==> src/rtl/lsb_pkg.sv <==
package lsb_pkg;

    // Encoded as {bus_bhe_n, address bit 0}
    typedef enum logic [1:0] {
        SEL_WORD = 2'b00,
        SEL_ODD  = 2'b01,
        SEL_EVEN = 2'b10
    } lane_sel_e;

    typedef enum logic [1:0] {
        ST_IDLE  = 2'd0,
        ST_BUS_A = 2'd1,
        ST_BUS_B = 2'd2,
        ST_RESP  = 2'd3
    } lsb_state_e;

endpackage

==> src/rtl/lsb_req_decode.sv <==
module lsb_req_decode
    import lsb_pkg::*;
#(
    parameter int ADDR_W = 20
) (
    input  logic              req_write,
    input  logic              req_word,
    input  logic              req_fetch,
    input  logic [ADDR_W-1:0] req_addr,
    output logic              dec_write,
    output logic              dec_split,
    output logic [ADDR_W-1:0] dec_addr_a,
    output logic [ADDR_W-1:0] dec_addr_b,
    output lane_sel_e         dec_sel_a
);

    logic              eff_word;
    logic [ADDR_W-1:0] base;

    always_comb begin
        // fetches are always aligned word reads
        eff_word   = req_word | req_fetch;
        dec_write  = req_write & ~req_fetch;
        base       = req_fetch ? {req_addr[ADDR_W-1:1], 1'b0} : req_addr;
        dec_split  = eff_word & base[0];
        dec_addr_a = base;
        dec_addr_b = base + ADDR_W'(1);
        if (eff_word && !base[0]) begin
            dec_sel_a = SEL_WORD;
        end else if (base[0]) begin
            dec_sel_a = SEL_ODD;
        end else begin
            dec_sel_a = SEL_EVEN;
        end
    end

endmodule

==> src/rtl/lsb_lane_steer.sv <==
module lsb_lane_steer
    import lsb_pkg::*;
#(
    parameter int BYTE_W = 8
) (
    input  lane_sel_e           sel,
    input  logic [BYTE_W-1:0]   byte_in,
    input  logic [2*BYTE_W-1:0] word_in,
    output logic [2*BYTE_W-1:0] lanes
);

    localparam int LANES = 2;

    // A single byte is copied onto both lanes; the enables pick the bank.
    for (genvar g = 0; g < LANES; g++) begin : g_lane
        assign lanes[g*BYTE_W +: BYTE_W] =
            (sel == SEL_WORD) ? word_in[g*BYTE_W +: BYTE_W] : byte_in;
    end

endmodule

==> src/rtl/lsb_read_merge.sv <==
module lsb_read_merge
    import lsb_pkg::*;
#(
    parameter int BYTE_W = 8
) (
    input  logic                clk,
    input  logic                rst_n,
    input  logic                clear,
    input  logic                cap,
    input  lane_sel_e           sel,
    input  logic                slot_hi,
    input  logic [2*BYTE_W-1:0] bus_rdata,
    output logic [2*BYTE_W-1:0] result
);

    logic [BYTE_W-1:0] pick;

    always_comb begin
        pick = (sel == SEL_ODD) ? bus_rdata[2*BYTE_W-1:BYTE_W]
                                : bus_rdata[BYTE_W-1:0];
    end

    always_ff @(posedge clk or negedge rst_n) begin
        if (!rst_n) begin
            result <= '0;
        end else if (clear) begin
            result <= '0;
        end else if (cap) begin
            if (sel == SEL_WORD) begin
                result <= bus_rdata;
            end else if (slot_hi) begin
                result[2*BYTE_W-1:BYTE_W] <= pick;
            end else begin
                result[BYTE_W-1:0] <= pick;
            end
        end
    end

endmodule

==> src/rtl/lane_split_bridge.sv <==
module lane_split_bridge
    import lsb_pkg::*;
#(
    parameter int ADDR_W = 20,
    parameter int BYTE_W = 8
) (
    input  logic                clk,
    input  logic                rst_n,
    input  logic                req_valid,
    input  logic                req_write,
    input  logic                req_word,
    input  logic                req_fetch,
    input  logic [ADDR_W-1:0]   req_addr,
    input  logic [2*BYTE_W-1:0] req_wdata,
    output logic                core_done,
    output logic [2*BYTE_W-1:0] core_rdata,
    output logic                bus_req,
    output logic [ADDR_W-1:0]   bus_addr,
    output logic                bus_bhe_n,
    output logic                bus_we,
    output logic [2*BYTE_W-1:0] bus_wdata,
    input  logic [2*BYTE_W-1:0] bus_rdata,
    input  logic                bus_ack
);

    localparam int DATA_W = 2 * BYTE_W;

    lsb_state_e        state_q, state_d;
    logic              write_q, split_q;
    logic [ADDR_W-1:0] addr_a_q, addr_b_q;
    lane_sel_e         sel_a_q;
    logic [DATA_W-1:0] wdata_q;

    logic              dec_write, dec_split;
    logic [ADDR_W-1:0] dec_addr_a, dec_addr_b;
    lane_sel_e         dec_sel_a;

    lane_sel_e         cur_sel;
    logic [BYTE_W-1:0] cur_byte;
    logic              accept, capture, in_b;

    lsb_req_decode #(.ADDR_W(ADDR_W)) u_dec (
        .req_write (req_write),
        .req_word  (req_word),
        .req_fetch (req_fetch),
        .req_addr  (req_addr),
        .dec_write (dec_write),
        .dec_split (dec_split),
        .dec_addr_a(dec_addr_a),
        .dec_addr_b(dec_addr_b),
        .dec_sel_a (dec_sel_a)
    );

    // state register
    always_ff @(posedge clk or negedge rst_n) begin
        if (!rst_n) begin
            state_q <= ST_IDLE;
        end else begin
            state_q <= state_d;
        end
    end

    // next state
    always_comb begin
        state_d = state_q;
        unique case (state_q)
            ST_IDLE:  if (req_valid) state_d = ST_BUS_A;
            ST_BUS_A: if (bus_ack)   state_d = split_q ? ST_BUS_B : ST_RESP;
            ST_BUS_B: if (bus_ack)   state_d = ST_RESP;
            ST_RESP:                 state_d = ST_IDLE;
            default:                 state_d = ST_IDLE;
        endcase
    end

    // request capture
    always_ff @(posedge clk or negedge rst_n) begin
        if (!rst_n) begin
            write_q  <= 1'b0;
            split_q  <= 1'b0;
            addr_a_q <= '0;
            addr_b_q <= '0;
            sel_a_q  <= SEL_EVEN;
            wdata_q  <= '0;
        end else if (accept) begin
            write_q  <= dec_write;
            split_q  <= dec_split;
            addr_a_q <= dec_addr_a;
            addr_b_q <= dec_addr_b;
            sel_a_q  <= dec_sel_a;
            wdata_q  <= req_wdata;
        end
    end

    // outputs
    always_comb begin
        bus_req   = 1'b0;
        core_done = 1'b0;
        in_b      = 1'b0;
        cur_sel   = sel_a_q;
        cur_byte  = wdata_q[BYTE_W-1:0];
        bus_addr  = addr_a_q;
        unique case (state_q)
            ST_IDLE: ;
            ST_BUS_A: bus_req = 1'b1;
            ST_BUS_B: begin
                bus_req  = 1'b1;
                in_b     = 1'b1;
                cur_sel  = SEL_EVEN;
                cur_byte = wdata_q[DATA_W-1:BYTE_W];
                bus_addr = addr_b_q;
            end
            ST_RESP: core_done = 1'b1;
            default: ;
        endcase
        bus_bhe_n = cur_sel[1];
        bus_we    = bus_req & write_q;
        accept    = (state_q == ST_IDLE) & req_valid;
        capture   = bus_req & bus_ack & ~write_q;
    end

    lsb_lane_steer #(.BYTE_W(BYTE_W)) u_steer (
        .sel    (cur_sel),
        .byte_in(cur_byte),
        .word_in(wdata_q),
        .lanes  (bus_wdata)
    );

    lsb_read_merge #(.BYTE_W(BYTE_W)) u_merge (
        .clk      (clk),
        .rst_n    (rst_n),
        .clear    (accept),
        .cap      (capture),
        .sel      (cur_sel),
        .slot_hi  (in_b),
        .bus_rdata(bus_rdata),
        .result   (core_rdata)
    );

endmodule

==> config.mk <==
export PLATFORM = sky130hd
export DESIGN_NAME = lane_split_bridge
export DESIGN_NICKNAME = d
export VERILOG_FILES = /design/src/rtl/lsb_pkg.sv /design/src/rtl/lsb_req_decode.sv /design/src/rtl/lsb_lane_steer.sv /design/src/rtl/lsb_read_merge.sv /design/src/rtl/lane_split_bridge.sv
export SDC_FILE = /design/constraint.sdc
export NUM_CORES = 1
export LEC_CHECK = 0
export ABC_AREA = 1
export BUFFER_PORTS_ARGS = -buffer_cell sky130_fd_sc_hd__buf_4
export CELL_PAD_IN_SITES_DETAIL_PLACEMENT = 1
export CELL_PAD_IN_SITES_GLOBAL_PLACEMENT = 1
export CORE_UTILIZATION = 38
export CTS_BUF_LIST = sky130_fd_sc_hd__clkbuf_4
export DETAILED_ROUTE_END_ITERATION = 16
export HOLD_SLACK_MARGIN = 0.08
export PLACE_DENSITY = 0.89
export SYNTH_ARGS = -nofsm -noshare
export SYNTH_HDL_FRONTEND = slang
export SYNTH_SLANG_ARGS = --single-unit
==> constraint.sdc <==
create_clock -name clk -period 2.6 [get_ports clk]
set_input_delay 0.39 -clock clk [delete_from_list [all_inputs] [get_ports clk]]
set_output_delay 0.39 -clock clk [all_outputs]
set_load 0.1 [all_outputs]
==> metrics <==
outcome finished clean; final worst path period need around 2.5 ns; CP Cell Sequence inv_2 -> ha_4 -> nor2_2 -> inv_2 -> nor2_4 -> or2_4 -> clkbuf_16 -> o21ai_4 -> buf_12; placed insts 799; effective utilization at floorplan 0.398; vias after detailed routing 4,194; mean instance size in the synthesized netlist about 7.4 um^2; Min-Delay Startpoint req_word; Critical Path Sink bus_wdata[8]; largest cells by area after synthesis sky130_fd_sc_hd__dfrtp_1 46%, sky130_fd_sc_hd__nand2_1 19%, sky130_fd_sc_hd__o21ai_0 5.5%; logic depth of the worst path, buffers included 9; number of input and output port buffers inserted 114; vertical extent of the die approximately 110 um; total routing resource utilization after global routing 0.231; Reg clk slew, reported paths 0.11 ns; Inserted Clock Buffers 9; distinct cell type count after synthesis 29; full die area 11,400 um^2; share of synthesized flip-flops with an asynchronous set or reset 1.00; final core utilization 0.530; gr ovfl total 0; min-delay worst type primary input to flip-flop; number of warning messages in the yosys log 0; antenna violations before repair 1; count of buffer and inverter cells on the critical path 4; kind of cell with the highest combined delay on the critical path buffers and inverters; first-pass GRT wire length about 21,000 um; Synth-to-Final Area Change 33.3%; Final Max Tran Viols 0; total area of multi-input combinational cells just under 2000 um^2; number of design-rule violations left by the first detailed-router iteration ~170; Crit Path Max Fanout 8; final setup fails 0; MaxCap Viol Count 0; clock skew after layout 0.0205 ns; post-synthesis sequential area ratio 0.463; biggest cell delay along the critical path between 0.4 and 0.5 ns; final hold violation count 0; Worst setup EP type primary output; share of post-route cells with drive strength above 1 0.247; CTS Buffer Depth 2; fill cell count about 1,300; htree depth 3; post-route non-filler standard cell count 820; net count after synthesis 629; ratio of routed vias to standard cells 5.11; half-perimeter wire length of the detailed placement result roughly 9500 um; Post-layout nets 744; CP dominant cell by count sky130_fd_sc_hd__inv_2; area of the placeable core between 10,000 and 15,000 um^2; TritonCTS clock tree done; cell area after synthesis between 4000 and 5000 um^2; transition time at the pin with the least slew margin between 0.6 and 0.7 ns; dominant synthesized flop cell sky130_fd_sc_hd__dfrtp_1; number of detailed-route iterations in the first pass 4; number of synthesized register bits 77; max_slew headroom 0.576; number of routed nets with antenna violations 0; wire length per cell 15.7 um; post-synthesis cell type with the largest combined area sky130_fd_sc_hd__dfrtp_1; clk sink count between 70 and 80; final critical-path share of the clock period 0.973; Worst R2R Setup Slack between 0.4 and 0.5 ns; post-synth top area share 0.457; Required @ worst endpoint around 2.2 ns; area taken by flip-flops and latches approximately 1900 um^2; maximum number of pins on one net before global-route repair 78; sort of element at the start of the critical path flip-flop; Highest Clock Rate between 300 and 400 MHz; number of design rule violations left after detail routing 0; number of cell instances on the worst register-to-register path 7; startpoint of the worst setup timing path state_q[0]; category of the critical setup timing path flip-flop to primary output; via count of the first global-routing pass roughly 4,400; clock latency reported for the late side of the worst-skew pair ~0.42 ns; count of flip-flops with a built-in enable after synthesis 0; critical-path cell with the highest stage delay sky130_fd_sc_hd__dfrtp_1; post-synthesis instance total about 560; root buffer selected by CTS sky130_fd_sc_hd__clkbuf_4; total number of placement rows 37; gpl congestion about 0.81; die span in x around 110 um; worst reg2reg path startpoint state_q[1]; Critical Path AT 2.14 ns; overall routed net length 12,900 um; FF-to-FF End u_merge.result[9]; I/O pin cnt ~120
-- repair_timing --
| item | CTS | global route |
|---|---|---|
| endpoints found under the setup margin | 21 | 8 |
| hold buffers | 1 | 0 |
| gates cloned | 0 | 1 |
| gates resized for setup | 25 | 9 |
| endpoints found under the hold margin | 76 | 0 |
| buffers inserted | 1 | 1 |
-- routing by layer --
layer / track usage / wire length (um)
met1: 0.287 / 5540
met2: 0.414 / 6750
met3: 0.0292 / 406
met4: 0.0714 / 180
met5: 0 / 0
-- stage by stage --
| stage | cell area [um^2] | setup slack [ns] | hold WS (ns) | TNS [ns] |
|---|---|---|---|---|
| 2_1_floorplan | 4230 | -0.156 | 0.0944 | -2.17 |
| 5_1_grt | 5550 | -0.0158 | 0.105 | -0.0255 |
| 3_3_place_gp | 5230 | 0.329 | 0.445 | 0 |
| 4_1_cts | 5470 | 0.00685 | 0.113 | 0 |
| 3_5_place_dp | 5230 | 0.181 | 0.450 | 0 |
| 6_report | 5550 | 0.0692 | 0.130 | 0 |
-- worst min path at each step --
stage / endpoint / slack (ns) / cells past startpoint
after floorplan: addr_a_q[0] / 0.09 / 0
after global placement: u_merge.result[13] / 0.45 / 2
after detailed placement: u_merge.result[13] / 0.45 / 2
after CTS: sel_a_q[1] / 0.11 / 2
after global routing: sel_a_q[1] / 0.11 / 2
final: sel_a_q[1] / 0.13 / 2
-- worst reg2reg max path, cell delays in order (launching register included) --
cell,delay (ns)
sky130_fd_sc_hd__dfrtp_2,0.49
sky130_fd_sc_hd__ha_4,0.21
sky130_fd_sc_hd__buf_6,0.18
sky130_fd_sc_hd__inv_2,0.30
sky130_fd_sc_hd__nand2_1,0.15
sky130_fd_sc_hd__o21ai_2,0.55
sky130_fd_sc_hd__nand2_1,0.13
sky130_fd_sc_hd__o21ai_1,0.11
-- cell families after synthesis --
kind of cell | share of synthesized area
and+or+nand+nor | 0.290
DFF | 0.463
xor gates and xnor gates | 0.00211
adders and majority gates | 0.0211
buffers and inverters | 0.0818
AOI/OAI and AO/OA | 0.142
-- flip-flops by register name, summed over array words and instances, names as in the netlist --
name	flops
write_q	1
addr_b_q	20
sel_a_q	1
u_merge.result	16
wdata_q	16
state_q	2
addr_a_q	20
split_q	1
-- cell usage in the layout (no fill, tap or decap), types with 2 or more instances in the layout --
cell type                  instances
sky130_fd_sc_hd__inv_2             5
sky130_fd_sc_hd__o21ai_4           8
sky130_fd_sc_hd__buf_8             2
sky130_fd_sc_hd__nand2_2           3
sky130_fd_sc_hd__ha_4              2
sky130_fd_sc_hd__nor2_2            3
sky130_fd_sc_hd__buf_12            8
sky130_fd_sc_hd__o21a_1            3
sky130_fd_sc_hd__o21bai_1          4
sky130_fd_sc_hd__buf_4           113
sky130_fd_sc_hd__nand3_1          34
sky130_fd_sc_hd__o211ai_1         11
sky130_fd_sc_hd__clkinv_1          3
sky130_fd_sc_hd__buf_6             3
sky130_fd_sc_hd__o21ai_0          30
sky130_fd_sc_hd__clkbuf_4         10
sky130_fd_sc_hd__nand4_1           7
sky130_fd_sc_hd__inv_1            54
sky130_fd_sc_hd__nand2_1         210
sky130_fd_sc_hd__o21ai_1          28
sky130_fd_sc_hd__ha_1              5
sky130_fd_sc_hd__a21oi_1          12
sky130_fd_sc_hd__dfrtp_1          75
sky130_fd_sc_hd__o21ai_2           2
sky130_fd_sc_hd__nor2_1           34
-- cell type report --
class,count,share of cell area
Multi-Input combinational cell,403,0.358
Sequential cell,77,0.348
Timing Repair Buffer,128,0.200
Inverter,59,0.0399
Tap cell,136,0.0307
Clock buffer,10,0.0135
Clock inverter,6,0.00970
Antenna cell,1,0.000451
-- Yosys cell counts (4+ instances only) --
library cell,number
sky130_fd_sc_hd__inv_2,4
sky130_fd_sc_hd__nand2_1,210
sky130_fd_sc_hd__ha_1,7
sky130_fd_sc_hd__dfrtp_1,76
sky130_fd_sc_hd__o21ai_2,9
sky130_fd_sc_hd__o211ai_1,11
sky130_fd_sc_hd__nand4_1,7
sky130_fd_sc_hd__o21bai_1,5
sky130_fd_sc_hd__inv_1,55
sky130_fd_sc_hd__o21ai_1,13
sky130_fd_sc_hd__nor2_1,34
sky130_fd_sc_hd__nand3_1,34
sky130_fd_sc_hd__a21oi_1,12
sky130_fd_sc_hd__clkbuf_1,16
sky130_fd_sc_hd__o21ai_0,46
Power is not shown: default switching activity piles up to over one toggle a cycle in this logic, so the estimate is an artifact.
